===== config.mk =====
export PLATFORM = sky130hd
export DESIGN_NAME = evmon_top
export DESIGN_NICKNAME = d
export VERILOG_FILES = /design/src/rtl/evmon_pkg.sv /design/src/rtl/evmon_counter.sv /design/src/rtl/evmon_cycle.sv /design/src/rtl/evmon_top.sv
export SDC_FILE = /design/constraint.sdc
export NUM_CORES = 1
export LEC_CHECK = 0
export ABC_AREA = 1
export BUFFER_PORTS_ARGS = -buffer_cell sky130_fd_sc_hd__buf_2
export CELL_PAD_IN_SITES_DETAIL_PLACEMENT = 1
export CELL_PAD_IN_SITES_GLOBAL_PLACEMENT = 2
export CORE_MARGIN = 1
export CORE_UTILIZATION = 37
export DETAILED_ROUTE_END_ITERATION = 6
export GPL_TIMING_DRIVEN = 0
export HOLD_SLACK_MARGIN = 0.15
export PLACE_DENSITY_LB_ADDON = 0.3
export SYNTH_ARGS = -nofsm -noshare
export SYNTH_HDL_FRONTEND = slang
export SYNTH_SLANG_ARGS = --single-unit

===== constraint.sdc =====
create_clock -name clk -period 2.8 [get_ports clk]
set_input_delay 0.14 -clock clk [delete_from_list [all_inputs] [get_ports clk]]
set_output_delay 0.14 -clock clk [all_outputs]
set_load 0.005 [all_outputs]

===== src/rtl/evmon_pkg.sv =====
package evmon_pkg;

    localparam int DW = 32;

    typedef enum logic [3:0] {
        A_CTRL    = 4'd0,
        A_CEN_SET = 4'd1,
        A_CEN_CLR = 4'd2,
        A_IEN_SET = 4'd3,
        A_IEN_CLR = 4'd4,
        A_OVF     = 4'd5,
        A_SEL     = 4'd6,
        A_TYPE    = 4'd7,
        A_COUNT   = 4'd8,
        A_CYC     = 4'd9,
        A_MAP_LO  = 4'd10,
        A_MAP_HI  = 4'd11,
        A_UEN     = 4'd12
    } reg_addr_e;

    typedef struct packed {
        logic       no_priv;
        logic       no_user;
        logic [21:0] rsvd;
        logic [7:0] evt;
    } evtype_t;

    localparam int CYC_BIT   = 31;
    localparam int CTRL_EN   = 0;
    localparam int CTRL_DIV  = 3;

endpackage


===== src/rtl/evmon_counter.sv =====
module evmon_counter
    import evmon_pkg::*;
#(
    parameter int NEVT = 64
) (
    input  logic            clk,
    input  logic            rst_n,
    input  logic            run,
    input  logic            core_priv,
    input  logic [NEVT-1:0] evt_pulse,
    input  logic            type_we,
    input  evtype_t         type_wd,
    input  logic            cnt_we,
    input  logic [DW-1:0]   cnt_wd,
    output evtype_t         type_q,
    output logic [DW-1:0]   cnt_q,
    output logic            wrap
);
    localparam int EIW = $clog2(NEVT);

    logic in_range;
    logic hit;
    logic mode_ok;
    logic inc;

    always_comb begin
        in_range = ({24'd0, type_q.evt} < NEVT);
        hit      = in_range && evt_pulse[type_q.evt[EIW-1:0]];
        mode_ok  = core_priv ? !type_q.no_priv : !type_q.no_user;
        inc      = run && hit && mode_ok;
        wrap     = inc && !cnt_we && (&cnt_q);
    end

    always_ff @(posedge clk or negedge rst_n) begin
        if (!rst_n) begin
            type_q <= '0;
        end else if (type_we) begin
            type_q <= type_wd;
        end
    end

    always_ff @(posedge clk or negedge rst_n) begin
        if (!rst_n) begin
            cnt_q <= '0;
        end else if (cnt_we) begin
            cnt_q <= cnt_wd;
        end else if (inc) begin
            cnt_q <= cnt_q + 1'b1;
        end
    end

endmodule


===== src/rtl/evmon_cycle.sv =====
module evmon_cycle
    import evmon_pkg::*;
#(
    parameter int DIVW = 6
) (
    input  logic          clk,
    input  logic          rst_n,
    input  logic          run,
    input  logic          div_en,
    input  logic          cyc_pulse,
    input  logic          we,
    input  logic [DW-1:0] wd,
    output logic [DW-1:0] cnt_q,
    output logic          wrap
);
    logic [DIVW-1:0] pre_q;
    logic            step;

    always_comb begin
        step = run && cyc_pulse && (!div_en || (&pre_q));
        wrap = step && !we && (&cnt_q);
    end

    always_ff @(posedge clk or negedge rst_n) begin
        if (!rst_n) begin
            pre_q <= '0;
        end else if (!div_en) begin
            pre_q <= '0;
        end else if (run && cyc_pulse) begin
            pre_q <= pre_q + 1'b1;
        end
    end

    always_ff @(posedge clk or negedge rst_n) begin
        if (!rst_n) begin
            cnt_q <= '0;
        end else if (we) begin
            cnt_q <= wd;
        end else if (step) begin
            cnt_q <= cnt_q + 1'b1;
        end
    end

endmodule


===== src/rtl/evmon_top.sv =====
module evmon_top
    import evmon_pkg::*;
#(
    parameter int          NUM_CNT  = 4,
    parameter int          NUM_EVT  = 64,
    parameter int          DIV_LOG  = 6,
    parameter logic [63:0] IMPL_MAP = 64'h0000_00FF_3FFF_FFFF
) (
    input  logic               clk,
    input  logic               rst_n,
    input  logic               bus_wr,
    input  logic               bus_rd,
    input  logic [3:0]         bus_addr,
    input  logic [31:0]        bus_wdata,
    input  logic               bus_user,
    output logic [31:0]        bus_rdata,
    input  logic               core_priv,
    input  logic [NUM_EVT-1:0] evt_pulse,
    input  logic               cyc_pulse,
    output logic               irq
);
    localparam int          SEL_W    = 5;
    localparam logic [31:0] CNT_MASK = (32'h1 << CYC_BIT) | ((32'h1 << NUM_CNT) - 32'h1);

    logic               ctrl_en, ctrl_div, user_en;
    logic [31:0]        cen, ien, ovf;
    logic [SEL_W-1:0]   sel;
    logic               acc_ok, wr, rd, sel_valid;
    logic [31:0]        wrap_v, rd_val, w1c;
    logic [NUM_CNT-1:0] cnt_wrap;
    logic               cyc_wrap;
    logic [DW-1:0]      cyc_val;
    logic [DW-1:0]      sel_cnt;
    evtype_t            sel_type;
    evtype_t            type_wd;
    evtype_t            type_arr [NUM_CNT];
    logic [NUM_CNT*DW-1:0] cnt_flat;

    always_comb begin
        acc_ok    = !bus_user || user_en;
        wr        = bus_wr && acc_ok;
        rd        = bus_rd && acc_ok;
        sel_valid = ({27'd0, sel} < NUM_CNT);
        type_wd   = '{no_priv: bus_wdata[31], no_user: bus_wdata[30],
                      rsvd: 22'd0, evt: bus_wdata[7:0]};
    end

    // Event counter bank
    generate
        for (genvar i = 0; i < NUM_CNT; i++) begin : g_cnt
            logic [DW-1:0] cv;
            evmon_counter #(.NEVT(NUM_EVT)) u_cnt (
                .clk       (clk),
                .rst_n     (rst_n),
                .run       (ctrl_en && cen[i]),
                .core_priv (core_priv),
                .evt_pulse (evt_pulse),
                .type_we   (wr && (bus_addr == A_TYPE) && ({27'd0, sel} == i)),
                .type_wd   (type_wd),
                .cnt_we    (wr && (bus_addr == A_COUNT) && ({27'd0, sel} == i)),
                .cnt_wd    (bus_wdata),
                .type_q    (type_arr[i]),
                .cnt_q     (cv),
                .wrap      (cnt_wrap[i])
            );
            assign cnt_flat[i*DW +: DW] = cv;
        end
    endgenerate

    evmon_cycle #(.DIVW(DIV_LOG)) u_cyc (
        .clk       (clk),
        .rst_n     (rst_n),
        .run       (ctrl_en && cen[CYC_BIT]),
        .div_en    (ctrl_div),
        .cyc_pulse (cyc_pulse),
        .we        (wr && (bus_addr == A_CYC)),
        .wd        (bus_wdata),
        .cnt_q     (cyc_val),
        .wrap      (cyc_wrap)
    );

    always_comb begin
        wrap_v = '0;
        for (int i = 0; i < NUM_CNT; i++) begin
            wrap_v[i] = cnt_wrap[i];
        end
        wrap_v[CYC_BIT] = cyc_wrap;
        w1c = (wr && (bus_addr == A_OVF)) ? bus_wdata : 32'd0;
    end

    // Control and status registers
    always_ff @(posedge clk or negedge rst_n) begin
        if (!rst_n) begin
            ctrl_en  <= 1'b0;
            ctrl_div <= 1'b0;
            cen      <= '0;
            ien      <= '0;
            ovf      <= '0;
            sel      <= '0;
            user_en  <= 1'b0;
        end else begin
            ovf <= (ovf & ~w1c) | wrap_v;
            if (wr) begin
                unique case (reg_addr_e'(bus_addr))
                    A_CTRL: begin
                        ctrl_en  <= bus_wdata[CTRL_EN];
                        ctrl_div <= bus_wdata[CTRL_DIV];
                    end
                    A_CEN_SET: cen <= cen | (bus_wdata & CNT_MASK);
                    A_CEN_CLR: cen <= cen & ~bus_wdata;
                    A_IEN_SET: ien <= ien | (bus_wdata & CNT_MASK);
                    A_IEN_CLR: ien <= ien & ~bus_wdata;
                    A_SEL:     sel <= bus_wdata[SEL_W-1:0];
                    A_UEN:     if (!bus_user) user_en <= bus_wdata[0];
                    default: ;
                endcase
            end
        end
    end

    // Selected counter view
    always_comb begin
        sel_cnt  = '0;
        sel_type = '0;
        for (int i = 0; i < NUM_CNT; i++) begin
            if ({27'd0, sel} == i) begin
                sel_cnt  = cnt_flat[i*DW +: DW];
                sel_type = type_arr[i];
            end
        end
    end

    always_comb begin
        rd_val = '0;
        unique case (reg_addr_e'(bus_addr))
            A_CTRL:    rd_val = {28'd0, ctrl_div, 2'd0, ctrl_en};
            A_CEN_SET,
            A_CEN_CLR: rd_val = cen;
            A_IEN_SET,
            A_IEN_CLR: rd_val = ien;
            A_OVF:     rd_val = ovf;
            A_SEL:     rd_val = {27'd0, sel};
            A_TYPE:    rd_val = sel_valid ? sel_type : 32'd0;
            A_COUNT:   rd_val = sel_valid ? sel_cnt : 32'd0;
            A_CYC:     rd_val = cyc_val;
            A_MAP_LO:  rd_val = IMPL_MAP[31:0];
            A_MAP_HI:  rd_val = IMPL_MAP[63:32];
            A_UEN:     rd_val = {31'd0, user_en};
            default:   rd_val = '0;
        endcase
        bus_rdata = rd ? rd_val : 32'd0;
    end

    assign irq = |(ovf & ien);

endmodule


* Yosys cells after proc, flatten, opt, wreduce, memory -nomap -nowiden
Index checks and enable logic that the tools add are counted.
** Storage, ports and cells
- Flip-flop bits (word level) :: 310
** Operators by class
- $lt $le $gt $ge :: 9
- Multiplexer cells :: 39
- Bitwise gates (word level) :: 10
- Add/sub/neg operators :: 6
- Reduce and logical (&&, ||, !) cells :: 83
- Equality and inequality tests :: 16
** Operators with widths (count)
- $mux W32 :: 22
- $pmux W32 S11 :: 1
- $add A32 B1 Y32 const B :: 5
- $reduce_and A32 Y1 :: 5
- $and A32 B32 Y32 :: 4
- $pmux W32 S2 :: 2
- $or A32 B32 Y32 :: 3
- $not A32 Y32 :: 2
- $logic_and A1 B1 Y1 :: 43
- $lt A8 B7 Y1 const B :: 4
- $reduce_or A32 Y1 :: 1
- $lt A6 B7 Y1 const B :: 4
- $bmux W1 S6 :: 4
- $eq A4 B4 Y1 const B :: 5
- $eq A4 B3 Y1 const B :: 4
- $logic_not A1 Y1 :: 15
- $reduce_bool A2 Y1 :: 7
- $mux W6 :: 2
- $eq A5 B2 Y1 const B :: 2
- $eq A4 B2 Y1 const B :: 2
- $mux W1 :: 8
- $reduce_and A2 Y1 :: 4
- $add A6 B1 Y6 const B :: 1
- $reduce_and A6 Y1 :: 1
- other kinds (10) :: 12

* Logic depth before layout (Yosys ltp)
- Word-level depth :: 9
- Depth in mapped cells :: 16

* By module
Synthesis repeated with hierarchy kept, for this count alone.
** Unflattened totals
- Cell total of the unflattened synthesis :: 4429
- Area total of the unflattened synthesis :: 28775.1 sq um
** Modules (own cells, without submodules)
- evmon_counter :: area an instance 4332.9 sq um, times used 4, cells an instance 628, seq. area each 1601.5 sq um
- evmon_top :: area an instance 8712.1 sq um, times used 1, cells an instance 1489, seq. area each 2602.5 sq um
- evmon_cycle :: area an instance 2731.4 sq um, times used 1, cells an instance 428, seq. area each 950.9 sq um

* Worst setup path before layout
No wires, ideal clock.
- Path kind :: register to register
- From :: reg u_cyc.cnt_q[0]
- To :: reg u_cyc.cnt_q[26]
- Clock period less this slack :: 1837 ps
- Arrival :: 1719 ps
- Path slack :: 963 ps
- Data required time :: 2682 ps
- Path buffers :: 0
- Stages on the path, launching flop included :: 11
- Cell sequence :: dfrtp_1 ha_1 nand2_1 nor2_1 nand2_1 nor2_2 nand3_1 nor3_2 nand2_1 xor2_1 a21o_1
** Between the ends
- Cells in the longest elaborated chain, start to end :: 3
** Ends and longest elaborated chain
- start: declaration :: RTL line evmon_cycle.sv:13 : output logic [DW-1:0] cnt_q,
- start signal: assignment :: RTL line evmon_cycle.sv:38 : cnt_q <= wd;
- start signal: assignment :: RTL line evmon_cycle.sv:40 : cnt_q <= cnt_q + 1'b1;
- $add A32 B1 Y32 :: RTL line evmon_cycle.sv:40
- $mux W32 :: RTL line evmon_cycle.sv:39 : end else if (step) begin
- $mux W32 :: RTL line evmon_cycle.sv:37 : end else if (we) begin
No other way between the ends. The select of a mux whose other input is x is not followed.
A chain may end at the register's enable or synchronous reset.

* Final worst setup path
- From :: reg sel[3]
- To :: out bus_rdata[13]
** Between the ends
- Cells in the longest elaborated chain, start to end :: 8
- Elaborated cells between the ends (all ways) :: 16
** Ends and longest elaborated chain
- start: declaration :: RTL line evmon_top.sv:27 : logic [SEL_W-1:0] sel;
- start signal: assignment :: RTL line evmon_top.sv:113 : A_SEL: sel <= bus_wdata[SEL_W-1:0];
- $logic_not A5 Y1 :: RTL line evmon_top.sv:126 : if ({27'd0, sel} == i) begin
- $mux W32 (4 in a row) :: RTL line evmon_top.sv:126
- $mux W32 :: RTL line evmon_top.sv:144 : A_COUNT: rd_val = sel_valid ? sel_cnt : 32'd0;
- $pmux W32 S11 * :: RTL line evmon_top.sv:135 : unique case (reg_addr_e'(bus_addr))
- $mux W32 * :: RTL line evmon_top.sv:151 : bus_rdata = rd ? rd_val : 32'd0;
- end: declaration :: RTL line evmon_top.sv:16 : output logic [31:0] bus_rdata,
Every way passes the cells marked *; elsewhere a longest branch is shown, timed or not.

==> metrics.md <==
| Metric | Value |
|---|---|
| Area after DPL | 24,600 um^2 |
| Top post-synthesis cells by area | dfrtp_1, nand2_1, nand3_1 |
| Failing checks | setup timing |
| Clock power frac | 34.5% |
| Vias in the first global route | 26,900 |
| Vias per cell | 5.88 |
| Hold Vio Cnt, Final | 0 |
| TritonCTS Buffers | 40 |
| Io pins | 140 |
| Fin nets | 3,827 |
| Port bufs | 139 |
| Pins over their slew limit | 0 |
| Crit path launch type | register |
| P_sw | 5.92 mW |
| Max transition margin | 5.65% |
| CTS Buffer Depth | 3 |
| H-tree Lvls | 2 |
| CP max stage delay | 390 ps |
| Setup Viol. Count Final | 20 |
| F_max | 339 MHz |
| PwrDens | 569 nW/um^2 |
| Slowest-stage cell, CP | dfrtp_1 |
| Core box area | 60,700 um^2 |
| Clk Latency, worst-skew pair | 610 ps |
| Pleak | 12.6 nW |
| Cells after Synth | 3,470 |
| Post-layout worst setup margin | -152 ps |
| Crit. End Element | output pin |
| Via count | 26,600 |
| First-pass GRT wire length | 175 mm |
| Post-DRT Antenna Nets | 0 |
| Tot GR Track Use | 37.4% |
| WP data arrival | 2810 ps |
| TNS Setup | -1390 ps |
| FP Rows | 90 |
| EDFF count, synth | 0 |
| Fin Hold WS | 168 ps |
| Ys flop type | dfrtp_1 |
| Register area share after synthesis | 34.0% |
| Area leader, netlist | dfrtp_1 |
| Post-synth top cells | nand2_1, nand3_1, inv_1, dfrtp_1, o21ai_0 |
| DP HPWL | 92.3 mm |
| Initial antenna violation count | 1 |
| Synthesized area | 22,800 um^2 |
| Residual DRC | 0 |
| DRT Wirelength | 118 mm |
| GRT Residual Overflow | 0 |
| Largest net degree at the start of global routing | 89 |
| Ys async rst share | 100% |
| Synthesis Warnings | 0 |
| Max-cap violation count | 0 |
| Post-Syn Nets | 3,583 |
| Clock Root Buffer | clkbuf_16 |
| Crit Path Class | reg2out |
| Worst Skew | 56.4 ps |
| Die Ht | 250 um |
| Fin crit share | 105% |
| DRT iter0 DRCs | 2,260 |
| Clock period minus worst slack | 2950 ps |
| Sw frac | 38.4% |
| Sequential Power Share | 36.9% |
| Status | finished with violations |
| Post-detailed-route wirelength per cell | 26.2 um |
| Final core occ | 44.6% |
| Hold Path Class | in2async |
| CP Max Fanout | 6 |
| Peak VDD IR | 0.474 mV |
| DRT Pass-1 Iters | 5 |
| Die X-Extent | 250 um |
| RSZ-0062 raised after global routing | true |
| Reg clk slew, reported paths | 60 ps |
| Syn Area/Cell | 6.58 um^2 |
| CTS tree | yes |
| Top-count cell post-synth | nand2_1 |
| Die area | 62,700 um^2 |
| Sink Count | 310 |
| Routability cong. | 0.998 |
| Worst-Margin Slew | 1400 ps |
| Synth top area share | 34.0% |
| Initial Util | 37.6% |
| Layout cells sized above 1 | 13.5% |
| #FFs+latches synth | 310 |
| Worst Path Required | 2660 ps |
| Layout area overhead | 18.6% |
| FF-to-FF path depth | 7 |
| Place WS | -92.0 ps |
| Pint | 9.49 mW |
| Synth unique cells | 54 |
| Fin area | 27,100 um^2 |
| Cell Chain, Critical Path | inv_2, nand2_4, nor2_4, nand3_4, clkbuf_16, buf_8, o211ai_1, o2111ai_2, a21oi_2, buf_2 |
| Logic pwr share | 28.7% |
[registers in the layout (all words and copies together) (netlist names), named ones only]
name                cells
ovf                    32
cen                    27
user_en                 1
u_cyc.pre_q             6
ctrl_en                 1
u_cyc.cnt_q            32
g_cnt.u_cnt.type_q     40
g_cnt.u_cnt.cnt_q     128
sel                     5
ctrl_div                1
ien                    27
[final timing paths]
path                           startpoint  slack [ps]                 endpoint
min reg2reg                u_cyc.pre_q[5]         480           u_cyc.pre_q[5]
max                                sel[3]        -150            bus_rdata[13]
max reg2reg                       user_en          40                  cen[25]
max in group asynchronous           rst_n         960                   ien[8]
min                                 rst_n         170  g_cnt[0].u_cnt.cnt_q[7]
min in group clk              bus_addr[2]         230                  ctrl_en
[power groups by stage]
stage                     logic [mW]  registers (mW)  clock network, mW
after floorplan                 2.38            5.52                  0
after CTS                       4.22            5.65               5.35
final                           4.41            5.68               5.31
after detailed placement        3.88            5.72                  0
after global routing            4.71            5.74               5.50
after global placement          3.75            5.69                  0
[what timing repair did]
action                                 4_1_cts  5_1_grt
setup endpoints to repair                   33       32
cloned                                       1        0
hold buffers                                38        0
resized for setup                           98       41
pin swaps                                   19       23
setup buffers                               17        5
endpoints found under the hold margin      190        0
[placed cells by master, fill, tap and decap left out, drive strengths merged, types with 13 or more instances in the layout]
cell type and instances:
buf 270, o2111ai 26, nand4 43, a21oi 97, o22ai 59, nand3 437, o211ai 14, o221ai 65
dlygate4sd3 38, o21ai 248, nand2 1167, nor2 174, clkbuf 136, clkinv 13, xor2 87, nor3 83
dfrtp 310, nor4 13, inv 378
[logic make-up (layout without fill, tap and decap cells)]
kind of cell,Yosys count,in the layout,share of synthesized area [%]
AOI/OAI and AO/OA,564,564,15.1
xor gates and xnor gates,96,96,3.68
adders and majority gates,6,6,0.329
buffers and inverters,564,839,10.4
DFF,310,310,34.0
other,0,1,0
and+or+nand+nor,1930,1930,36.6
[through the flow]
step | instances | power, mW
after floorplan | 3470 | 7.90
after global placement | 4391 | 9.44
after detailed placement | 4394 | 9.60
after CTS | 4523 | 15.2
after global routing | 4527 | 16.0
final | 4528 | 15.4
[routing by layer]
metal	global-route usage, %	share of wire, %	vias to the layer above
met1	49.5	43	13300
met3	5.69	7.0	261
met5	0	0	-
met2	58.3	44	1075
li1	-	-	12000
met4	20.5	5.9	0
[worst max-delay path, delay by kind of cell, from the launching register on]
kind | cells | cell delay (ps)
AND/OR/NAND/NOR | 3 | 420
flip-flops | 1 | 390
AO/OA/AOI/OAI | 3 | 830
buffers and inverters | 4 | 560
[final cells by class]
type | count | area, um^2
well taps | 782 | 978
fillers | 7856 | 33600
clock inverters | 13 | 146
diodes | 1 | 2.50
flip-flops and latches | 310 | 7760
plain buffers | 181 | 1040
multi-input cells | 2596 | 13100
repair buffers | 203 | 1390
clock buffers | 60 | 1170
inverters | 382 | 1460
(Power assumes the default switching activity.)
